`src/rtl/gpio_irq_pkg.sv`:
```
package gpio_irq_pkg;
  localparam int ADDR_W   = 7;
  localparam int BUS_W    = 32;
  // main window
  localparam logic [5:0] OFS_DRIVE = 6'h00;
  localparam logic [5:0] OFS_DIR   = 6'h04;
  localparam logic [5:0] OFS_INV   = 6'h08;
  localparam logic [5:0] OFS_PIN   = 6'h0C;
  // per-CPU window (address bit 6 set); bits [5:4] pick the register kind
  localparam logic [1:0] KIND_CAUSE = 2'd0;
  localparam logic [1:0] KIND_EMASK = 2'd1;
  localparam logic [1:0] KIND_LMASK = 2'd2;
endpackage

```
`src/rtl/gpio_in_cond.sv`:
```
module gpio_in_cond #(
  parameter int NPINS = 32
) (
  input  logic             clk,
  input  logic             rst,
  input  logic [NPINS-1:0] raw_i,
  input  logic [NPINS-1:0] inv_i,
  input  logic [NPINS-1:0] dir_i,
  output logic [NPINS-1:0] eff_o,
  output logic [NPINS-1:0] edge_o,
  output logic [NPINS-1:0] level_o
);
  logic [NPINS-1:0] sync1_q, sync2_q, eff_q;

  always_ff @(posedge clk) begin
    if (rst) begin
      sync1_q <= '0;
      sync2_q <= '0;
      eff_q   <= '0;
    end else begin
      sync1_q <= raw_i;
      sync2_q <= sync1_q;
      eff_q   <= eff_o;
    end
  end

  assign eff_o   = sync2_q ^ inv_i;
  assign edge_o  = eff_o & ~eff_q & dir_i;
  assign level_o = eff_o & dir_i;
endmodule

```
`src/rtl/gpio_cpu_irq.sv`:
```
module gpio_cpu_irq #(
  parameter int NPINS = 32
) (
  input  logic             clk,
  input  logic             rst,
  input  logic             wr_cause,
  input  logic             wr_emask,
  input  logic             wr_lmask,
  input  logic [NPINS-1:0] wdata,
  input  logic [NPINS-1:0] edge_i,
  input  logic [NPINS-1:0] level_i,
  input  logic [NPINS-1:0] src_en,
  output logic [NPINS-1:0] cause_o,
  output logic [NPINS-1:0] emask_o,
  output logic [NPINS-1:0] lmask_o,
  output logic             irq_o
);
  logic [NPINS-1:0] cause_keep;

  always_comb begin
    cause_keep = wr_cause ? (cause_o & wdata) : cause_o;
  end

  always_ff @(posedge clk) begin
    if (rst) begin
      cause_o <= '0;
      emask_o <= '0;
      lmask_o <= '0;
      irq_o   <= 1'b0;
    end else begin
      cause_o <= cause_keep | edge_i;
      if (wr_emask) emask_o <= wdata;
      if (wr_lmask) lmask_o <= wdata;
      irq_o   <= |((cause_o & emask_o) | (level_i & lmask_o));
    end
  end

  AST_EDGE_BEATS_CLEAR: assert property (@(posedge clk) disable iff (rst)
    (|edge_i) |=> ((cause_o & $past(edge_i)) == $past(edge_i)));
  AST_CAUSE_NEEDS_EDGE: assert property (@(posedge clk) disable iff (rst)
    1'b1 |=> ((cause_o & ~$past(cause_o) & ~$past(edge_i)) == '0));
  AST_OUTPUT_NO_CAUSE: assert property (@(posedge clk) disable iff (rst)
    1'b1 |=> ((cause_o & ~$past(cause_o) & ~$past(src_en)) == '0));
  AST_MASKED_QUIET: assert property (@(posedge clk) disable iff (rst)
    ((emask_o == '0) && (lmask_o == '0)) |=> !irq_o);
endmodule

```
`src/rtl/gpio_irq_bank.sv`:
```
module gpio_irq_bank
  import gpio_irq_pkg::*;
#(
  parameter int NPINS = 32,
  parameter int NCPU  = 4
) (
  input  logic              clk,
  input  logic              rst,
  input  logic              bus_wr,
  input  logic              bus_rd,
  input  logic [6:0]        bus_addr,
  input  logic [31:0]       bus_wdata,
  output logic [31:0]       bus_rdata,
  input  logic [NPINS-1:0]  pin_in,
  output logic [NPINS-1:0]  pin_out,
  output logic [NPINS-1:0]  pin_oe,
  output logic [NCPU-1:0]   cpu_irq
);
  localparam int CPU_SEL_W = 2;

  logic [NPINS-1:0] drive_q, dir_q, inv_q;
  logic [NPINS-1:0] eff, edge_det, level_src;
  logic [NPINS-1:0] cause_v [NCPU];
  logic [NPINS-1:0] emask_v [NCPU];
  logic [NPINS-1:0] lmask_v [NCPU];
  logic [NPINS-1:0] wd;
  logic             aligned, main_win, cpu_win;
  logic [1:0]       kind;
  logic [CPU_SEL_W-1:0] cpu_sel;
  logic [31:0]      rd_next;

  assign wd       = bus_wdata[NPINS-1:0];
  assign aligned  = (bus_addr[1:0] == 2'b00);
  assign main_win = aligned && !bus_addr[6];
  assign cpu_win  = aligned && bus_addr[6];
  assign kind     = bus_addr[5:4];
  assign cpu_sel  = bus_addr[3:2];

  always_ff @(posedge clk) begin
    if (rst) begin
      drive_q <= '0;
      dir_q   <= '1;
      inv_q   <= '0;
    end else if (bus_wr && main_win) begin
      if (bus_addr[5:0] == OFS_DRIVE) drive_q <= wd;
      if (bus_addr[5:0] == OFS_DIR)   dir_q   <= wd;
      if (bus_addr[5:0] == OFS_INV)   inv_q   <= wd;
    end
  end

  gpio_in_cond #(.NPINS(NPINS)) u_cond (
    .clk(clk), .rst(rst), .raw_i(pin_in), .inv_i(inv_q), .dir_i(dir_q),
    .eff_o(eff), .edge_o(edge_det), .level_o(level_src)
  );

  for (genvar g = 0; g < NCPU; g++) begin : g_cpu
    logic hit;
    assign hit = bus_wr && cpu_win && (cpu_sel == CPU_SEL_W'(g));
    gpio_cpu_irq #(.NPINS(NPINS)) u_cpu (
      .clk(clk), .rst(rst),
      .wr_cause(hit && kind == KIND_CAUSE),
      .wr_emask(hit && kind == KIND_EMASK),
      .wr_lmask(hit && kind == KIND_LMASK),
      .wdata(wd), .edge_i(edge_det), .level_i(level_src), .src_en(dir_q),
      .cause_o(cause_v[g]), .emask_o(emask_v[g]), .lmask_o(lmask_v[g]),
      .irq_o(cpu_irq[g])
    );
  end

  always_comb begin
    rd_next = '0;
    if (main_win) begin
      case (bus_addr[5:0])
        OFS_DRIVE: rd_next[NPINS-1:0] = drive_q;
        OFS_DIR:   rd_next[NPINS-1:0] = dir_q;
        OFS_INV:   rd_next[NPINS-1:0] = inv_q;
        OFS_PIN:   rd_next[NPINS-1:0] = (eff & dir_q) | (drive_q & ~dir_q);
        default:   rd_next = '0;
      endcase
    end else if (cpu_win) begin
      for (int c = 0; c < NCPU; c++) begin
        if (cpu_sel == CPU_SEL_W'(c)) begin
          case (kind)
            KIND_CAUSE: rd_next[NPINS-1:0] = cause_v[c];
            KIND_EMASK: rd_next[NPINS-1:0] = emask_v[c];
            KIND_LMASK: rd_next[NPINS-1:0] = lmask_v[c];
            default:    rd_next = '0;
          endcase
        end
      end
    end
  end

  always_ff @(posedge clk) begin
    if (rst)         bus_rdata <= '0;
    else if (bus_rd) bus_rdata <= rd_next;
  end

  assign pin_out = drive_q;
  assign pin_oe  = ~dir_q;

  AST_RST_QUIET: assert property (@(posedge clk)
    rst |=> (cpu_irq == '0));
endmodule

```
`config.mk`:
```
export PLATFORM = sky130hd
export DESIGN_NAME = gpio_irq_bank
export DESIGN_NICKNAME = d
export VERILOG_FILES = /design/src/rtl/gpio_irq_pkg.sv /design/src/rtl/gpio_in_cond.sv /design/src/rtl/gpio_cpu_irq.sv /design/src/rtl/gpio_irq_bank.sv
export SDC_FILE = /design/constraint.sdc
export NUM_CORES = 2
export LEC_CHECK = 0
export BUFFER_PORTS_ARGS = -buffer_cell sky130_fd_sc_hd__buf_4
export CORE_ASPECT_RATIO = 0.5
export CORE_UTILIZATION = 40
export CTS_CLUSTER_SIZE = 10
export DETAILED_ROUTE_END_ITERATION = 10
export SLEW_MARGIN = 10
export SYNTH_ARGS = -nofsm -noshare
export SYNTH_HDL_FRONTEND = slang
export SYNTH_SLANG_ARGS = --single-unit
```
`constraint.sdc`:
```
create_clock -name clk -period 2.1 [get_ports clk]
set_input_delay 0.42 -clock clk [delete_from_list [all_inputs] [get_ports clk]]
set_output_delay 0.42 -clock clk [all_outputs]
set_load 0.005 [all_outputs]
```
======== Word-level counts from Yosys, hierarchy flattened ========
Index checks and enable logic that the tools add are counted.
storage, ports and cells
  register bits ........................... 612
  output and inout port bits .............. 100
  word-level logic and storage cells ...... 106
  input port bits ......................... 75
cells by class
  multiplexer cells ....................... 15
  reductions and logical operators ........ 32
  equality and inequality tests ........... 8
  bitwise logic cells ..................... 28
operator list
  operator                                                               number
  32-bit bitwise AND                                                     16
  32-bit case mux with 3 select lines                                    4
  32-bit 2-to-1 mux                                                      10
  32-bit OR                                                              9
  32-bit case mux with 4 select lines                                    1
  32-bit OR reduction                                                    4
  32-bit NOT                                                             2
  32-bit bitwise XOR                                                     1
  1-bit logical AND                                                      20
  6-bit by 4-bit equality test with 1-bit output, second input constant  2
  2-bit equality test, second input constant                             3
  6-bit by 3-bit equality test with 1-bit output, second input constant  1
  2-bit zero test                                                        3
  6-bit zero test                                                        1
  2-bit AND reduction                                                    3
  2-bit by 1-bit equality test with 1-bit output, second input constant  2
  1-bit zero test                                                        1

======== Longest topological paths before layout ========
  word-level depth ........................ 8
  gate-level depth with buffers ........... 10

======== By module ========
Synthesis repeated with hierarchy kept, for this count alone.
unflattened totals
  cell total of the unflattened synthesis .. 3,015
  area, all modules ....................... 27,865.5 um^2
modules (own cells, without submodules)
  module         sequential area each (um^2)  cells an instance  area each (um^2)  instances
  gpio_cpu_irq   1,941.9                      384                3,751.1           4
  gpio_irq_bank  2,562.5                      1,149              9,515.4           1
  gpio_in_cond   1,921.8                      330                3,345.7           1

======== Worst setup path before layout ========
OpenSTA, ideal clock, no wires.
  path kind ............................... input port to flip-flop
  start ................................... input bus_addr[4]
  end ..................................... register bus_rdata[4]
  setup slack ............................. 0.190 ns
  arrival time ............................ 1.775 ns
  stages on the path ...................... 8
  setup time .............................. 0.136 ns
  required time ........................... 1.964 ns
  cells stage by stage .................... buf_2 > buf_4 > buf_2 > mux2_2 > a221oi_1 > nor4_1 > a2bb2oi_1 > a211oi_2
between the ends
  word-level cells in the longest chain between the ends .. 8
  elaborated cells on any way between the ends .. 18
ends and longest elaborated chain
  item                                               RTL line             text
  start: declaration                                 gpio_irq_bank.sv:11  input logic [6:0] bus_addr,
  2-bit equality test, or another cell as far along  gpio_irq_bank.sv:83  case (kind)
  32-bit case mux with 3 select lines                gpio_irq_bank.sv:83
  32-bit 2-to-1 mux (4 in a row)                     gpio_irq_bank.sv:82  if (cpu_sel == CPU_SEL_W'(c)) begin
  32-bit 2-to-1 mux                                  gpio_irq_bank.sv:80  end else if (cpu_win) begin
  32-bit 2-to-1 mux (*)                              gpio_irq_bank.sv:72  if (main_win) begin
  end signal: assignment                             gpio_irq_bank.sv:96  else if (bus_rd) bus_rdata <= rd_next;
  end: declaration                                   gpio_irq_bank.sv:13  output logic [31:0] bus_rdata,
Mark *: on every way between the ends. The rest lies on a longest branch, timed or not.
A chain may end at the register's enable or synchronous reset.

======== Worst setup path after layout ========
  start ................................... register dir_q[20]
  end ..................................... output pin_oe[20]
between the ends
  word-level cells in the longest chain between the ends .. 1
ends and longest elaborated chain
  item                      RTL line              text
  start: declaration        gpio_irq_bank.sv:21   logic [NPINS-1:0] drive_q, dir_q, inv_q;
  start signal: assignment  gpio_irq_bank.sv:46   if (bus_addr[5:0] == OFS_DIR) dir_q <= wd;
  32-bit NOT                gpio_irq_bank.sv:100  assign pin_oe = ~dir_q;
  end: declaration          gpio_irq_bank.sv:16   output logic [NPINS-1:0] pin_oe,
No other way between the ends.

==> results.yml <==
critical_path:
  r2r_cells: 7
  cp-start-kind: "register"
  startpoint: "dir_q[20]"
  timing.rr.end: "g_cpu[2].u_cpu.irq_o"
  cp_top_family: "flip-flops"
  cp.depth: 3
  crit_required_ns: 1.68
  critPathArrivalTime_ns: 1.69
  crit_buf_inv: 3
  cp_common_cell: "buf_4"
  slowest_delay_ns: 0.52
  cp_max_fo: 4
  cp-end-kind: "output port"
  cp_slowest_cell: "dfxtp_1"
  crit_end: "pin_oe[20]"
  r2r-start: "g_cpu[2].u_cpu.cause_o[10]"
  crit_chain: "buf_4 -> inv_1 -> buf_4"
  r2r_slack_ns: 0.04
  crit_type: "register to output port"
final_layout:
  final_nets: 3774
  stdcell_area_um2: 33800
  drive_gt1_frac: 0.189
  fillers: 6323
  area_growth_syn_to_layout_pct: 25.1
drt:
  vias: 28700
  drcViolationCount: 0
  antenna_left: 0
  vias_per_cell: 6.24
  wirelength_um: 140000
  dr.pass1.iters: 8
  wire_per_inst_um: 30.4
  drt_iter0_drc: 5075
hold_path:
  hold_path_class: "primary input to register"
power:
  max-vdd-ir-drop_v: 0.000583
  power_uw: 25600
  pwr_density_cell_nw_per_um2: 759
  p_leak_uw: 0.0128
sta:
  tightest_slew_ns: 0.681
  finalCriticalPeriod_ns: 2.11
  period_share: 1.00
  setup-tns-final_ns: -0.0153
  slew_headroom: 0.544
  hold_violations: 0
  setup-violations-final: 3
  timing.fmax_mhz: 474
  finalClockSkew_ns: 0.0309
  finalWorstSetupSlack_ns: -0.00817
  slew_viol_final: 0
cts:
  htreeDepth: 3
  clk_pin_slew_ns: 0.06
  post-cts-setup-buffer-count: 0
  cts_tree: "done"
  cts_num_sinks: 612
  clock_path_buffers: 3
  cts_root_buffer: "clkbuf_16"
  clk-insertion-delay-late_ns: 0.64
  cts_buffers: 71
run:
  maxCapViolCount: 0
synth:
  synth_area_leaders: "dfxtp_1 (45%), nand2_1 (11%), a21oi_1 (9.3%)"
  postSynthNetCount: 3424
  synth-seq-cells: 612
  synth_edf_count: 0
  synth_async_sr_flop_share: 0
  synth_area_leader_cell: "dfxtp_1"
  avgSynthCellArea_um2: 8.07
  ys.flop_type: "dfxtp_1"
  synthesis.area_um2: 27000
  synthCells: 3349
  synth_cell_types: 60
  ys_warn_count: 0
  netlist.area_leader.share: 0.453
  yosysSeqAreaShare: 0.453
floorplan:
  die_height_um: 186
  die_x_um: 370
  core.rowCount: 66
  core_um2: 65900
  die_area_um2: 68700
  ioPinCount: 175
  start_util: 0.410
placement:
  dp_hpwl_um: 103000
  postPlaceCellArea_um2: 31600
  gp_congestion: 1.11
  portBuffers: 174
run_status:
  status: "finished with violations"
  violations: "setup timing"
global_route:
  antenna_found_initial: 6
  grt_start_max_net_pins: 82
  grt_pass1_vias: 25100
  grt_pass1_wl_um: 193000
  grt_usage: 0.397
  grt-ovfl-total: 0
worst min-delay path by stage:
stage | startpoint | end | slack (ns) | depth (start not counted)
after global placement | u_cond.sync1_q[15] | u_cond.sync2_q[15] | 0.42 | 1
after detailed placement | u_cond.sync1_q[13] | u_cond.sync2_q[13] | 0.42 | 1
after floorplan | u_cond.sync1_q[0] | u_cond.sync2_q[0] | 0.41 | 1
final | pin_in[29] | u_cond.sync1_q[29] | 0.02 | 2
after global routing | pin_in[11] | u_cond.sync1_q[11] | 0.03 | 2
after CTS | pin_in[29] | u_cond.sync1_q[29] | 0.001 | 2
routing by layer:
metal / vias to the layer above / share of wire / track usage
li1: 12400 / - / -
met1: 13900 / 0.44 / 0.590
met2: 2148 / 0.36 / 0.498
met3: 204 / 0.18 / 0.185
met4: 4 / 0.024 / 0.0949
met5: - / 0.00019 / 0
layout by cell type (no fill, tap or decap), types with 34 or more instances in the layout:
| cell type | count |
|---|---|
| buf_12 | 55 |
| clkbuf_16 | 73 |
| a221oi_1 | 55 |
| nand2_1 | 770 |
| dfxtp_1 | 607 |
| inv_1 | 65 |
| nor2_1 | 62 |
| a21oi_1 | 503 |
| o21ai_0 | 212 |
| nand3_1 | 94 |
| nor2b_1 | 97 |
| mux2i_1 | 110 |
| buf_4 | 489 |
| nand3b_1 | 34 |
logic make-up (layout without fill, tap and decap cells):
group | Yosys count | count (layout) | synth area share
muxes | 141 | 141 | 0.0537
DFF | 612 | 612 | 0.453
xor gates and xnor gates | 32 | 32 | 0.0104
and+or+nand+nor | 1188 | 1188 | 0.198
buffers and inverters | 354 | 710 | 0.0574
AOI/OAI and AO/OA | 1022 | 1022 | 0.227
other | 0 | 4 | 0
metrics by stage:
step                 util  std cells  worst slack [ns]  hold slack, ns
finish              0.513       4593          -0.00817          0.0222
global route        0.513       4590           -0.0452          0.0283
floorplan               -       3349             0.190           0.414
global placement    0.480       4490            -0.306           0.417
detailed placement  0.480       4490            -0.343           0.425
CTS                 0.512       4589            0.0237         0.00148
Yosys cell counts (all sizes together), types with 3 or more instances:
cell type	instances
o2111ai	20
and2	11
or2	17
o221ai	33
a32oi	10
a41oi	4
xor2	31
nor2	70
buf	87
nand4	30
mux2	31
a22o	20
dfxtp	612
a2bb2oi	4
and4	14
a211o	11
nor4	11
o22a	16
nor2b	99
nand3	94
o2bb2ai	30
nand2b	24
clkbuf	202
o21ai	226
nand2	771
o22ai	9
a311oi	29
a211oi	3
o211ai	5
a221oi	58
inv	65
a21oi	503
and3	5
a22oi	30
o21a	3
nand3b	35
mux2i	110
power breakdown:
group | leakage, uW | switching (uW) | internal, uW
Sequential | 0.00497 | 223 | 11900
Clock | 0.000926 | 4930 | 6170
Combinational | 0.00691 | 1570 | 871
what timing repair did:
action,4_1_cts,5_1_grt
endpoints found under the hold margin,20,0
gates resized for setup,3,13
pin swaps,0,2
setup endpoints to repair,3,8
hold buffers,20,0
registers in the layout, summed over array words and instances, names as in the netlist:
| register | cells |
|---|---|
| g_cpu.u_cpu.emask_o | 128 |
| inv_q | 32 |
| u_cond.eff_q | 32 |
| g_cpu.u_cpu.cause_o | 128 |
| g_cpu.u_cpu.lmask_o | 128 |
| dir_q | 32 |
| bus_rdata | 32 |
| pin_out | 32 |
| u_cond.sync1_q | 32 |
| g_cpu.u_cpu.irq_o | 4 |
| u_cond.sync2_q | 32 |
cell type report:
cell class / instances / area [um2] / share of cell area
diodes: 4 / 10.0 / 0.000296
well taps: 884 / 1110 / 0.0327
clock buffers: 75 / 1840 / 0.0546
clock inverters: 4 / 48.8 / 0.00144
multi-input cells: 2383 / 13300 / 0.393
flip-flops and latches: 612 / 12300 / 0.363
inverters: 65 / 244 / 0.00722
repair buffers: 566 / 5000 / 0.148
Power figures use the tool's default switching activity.
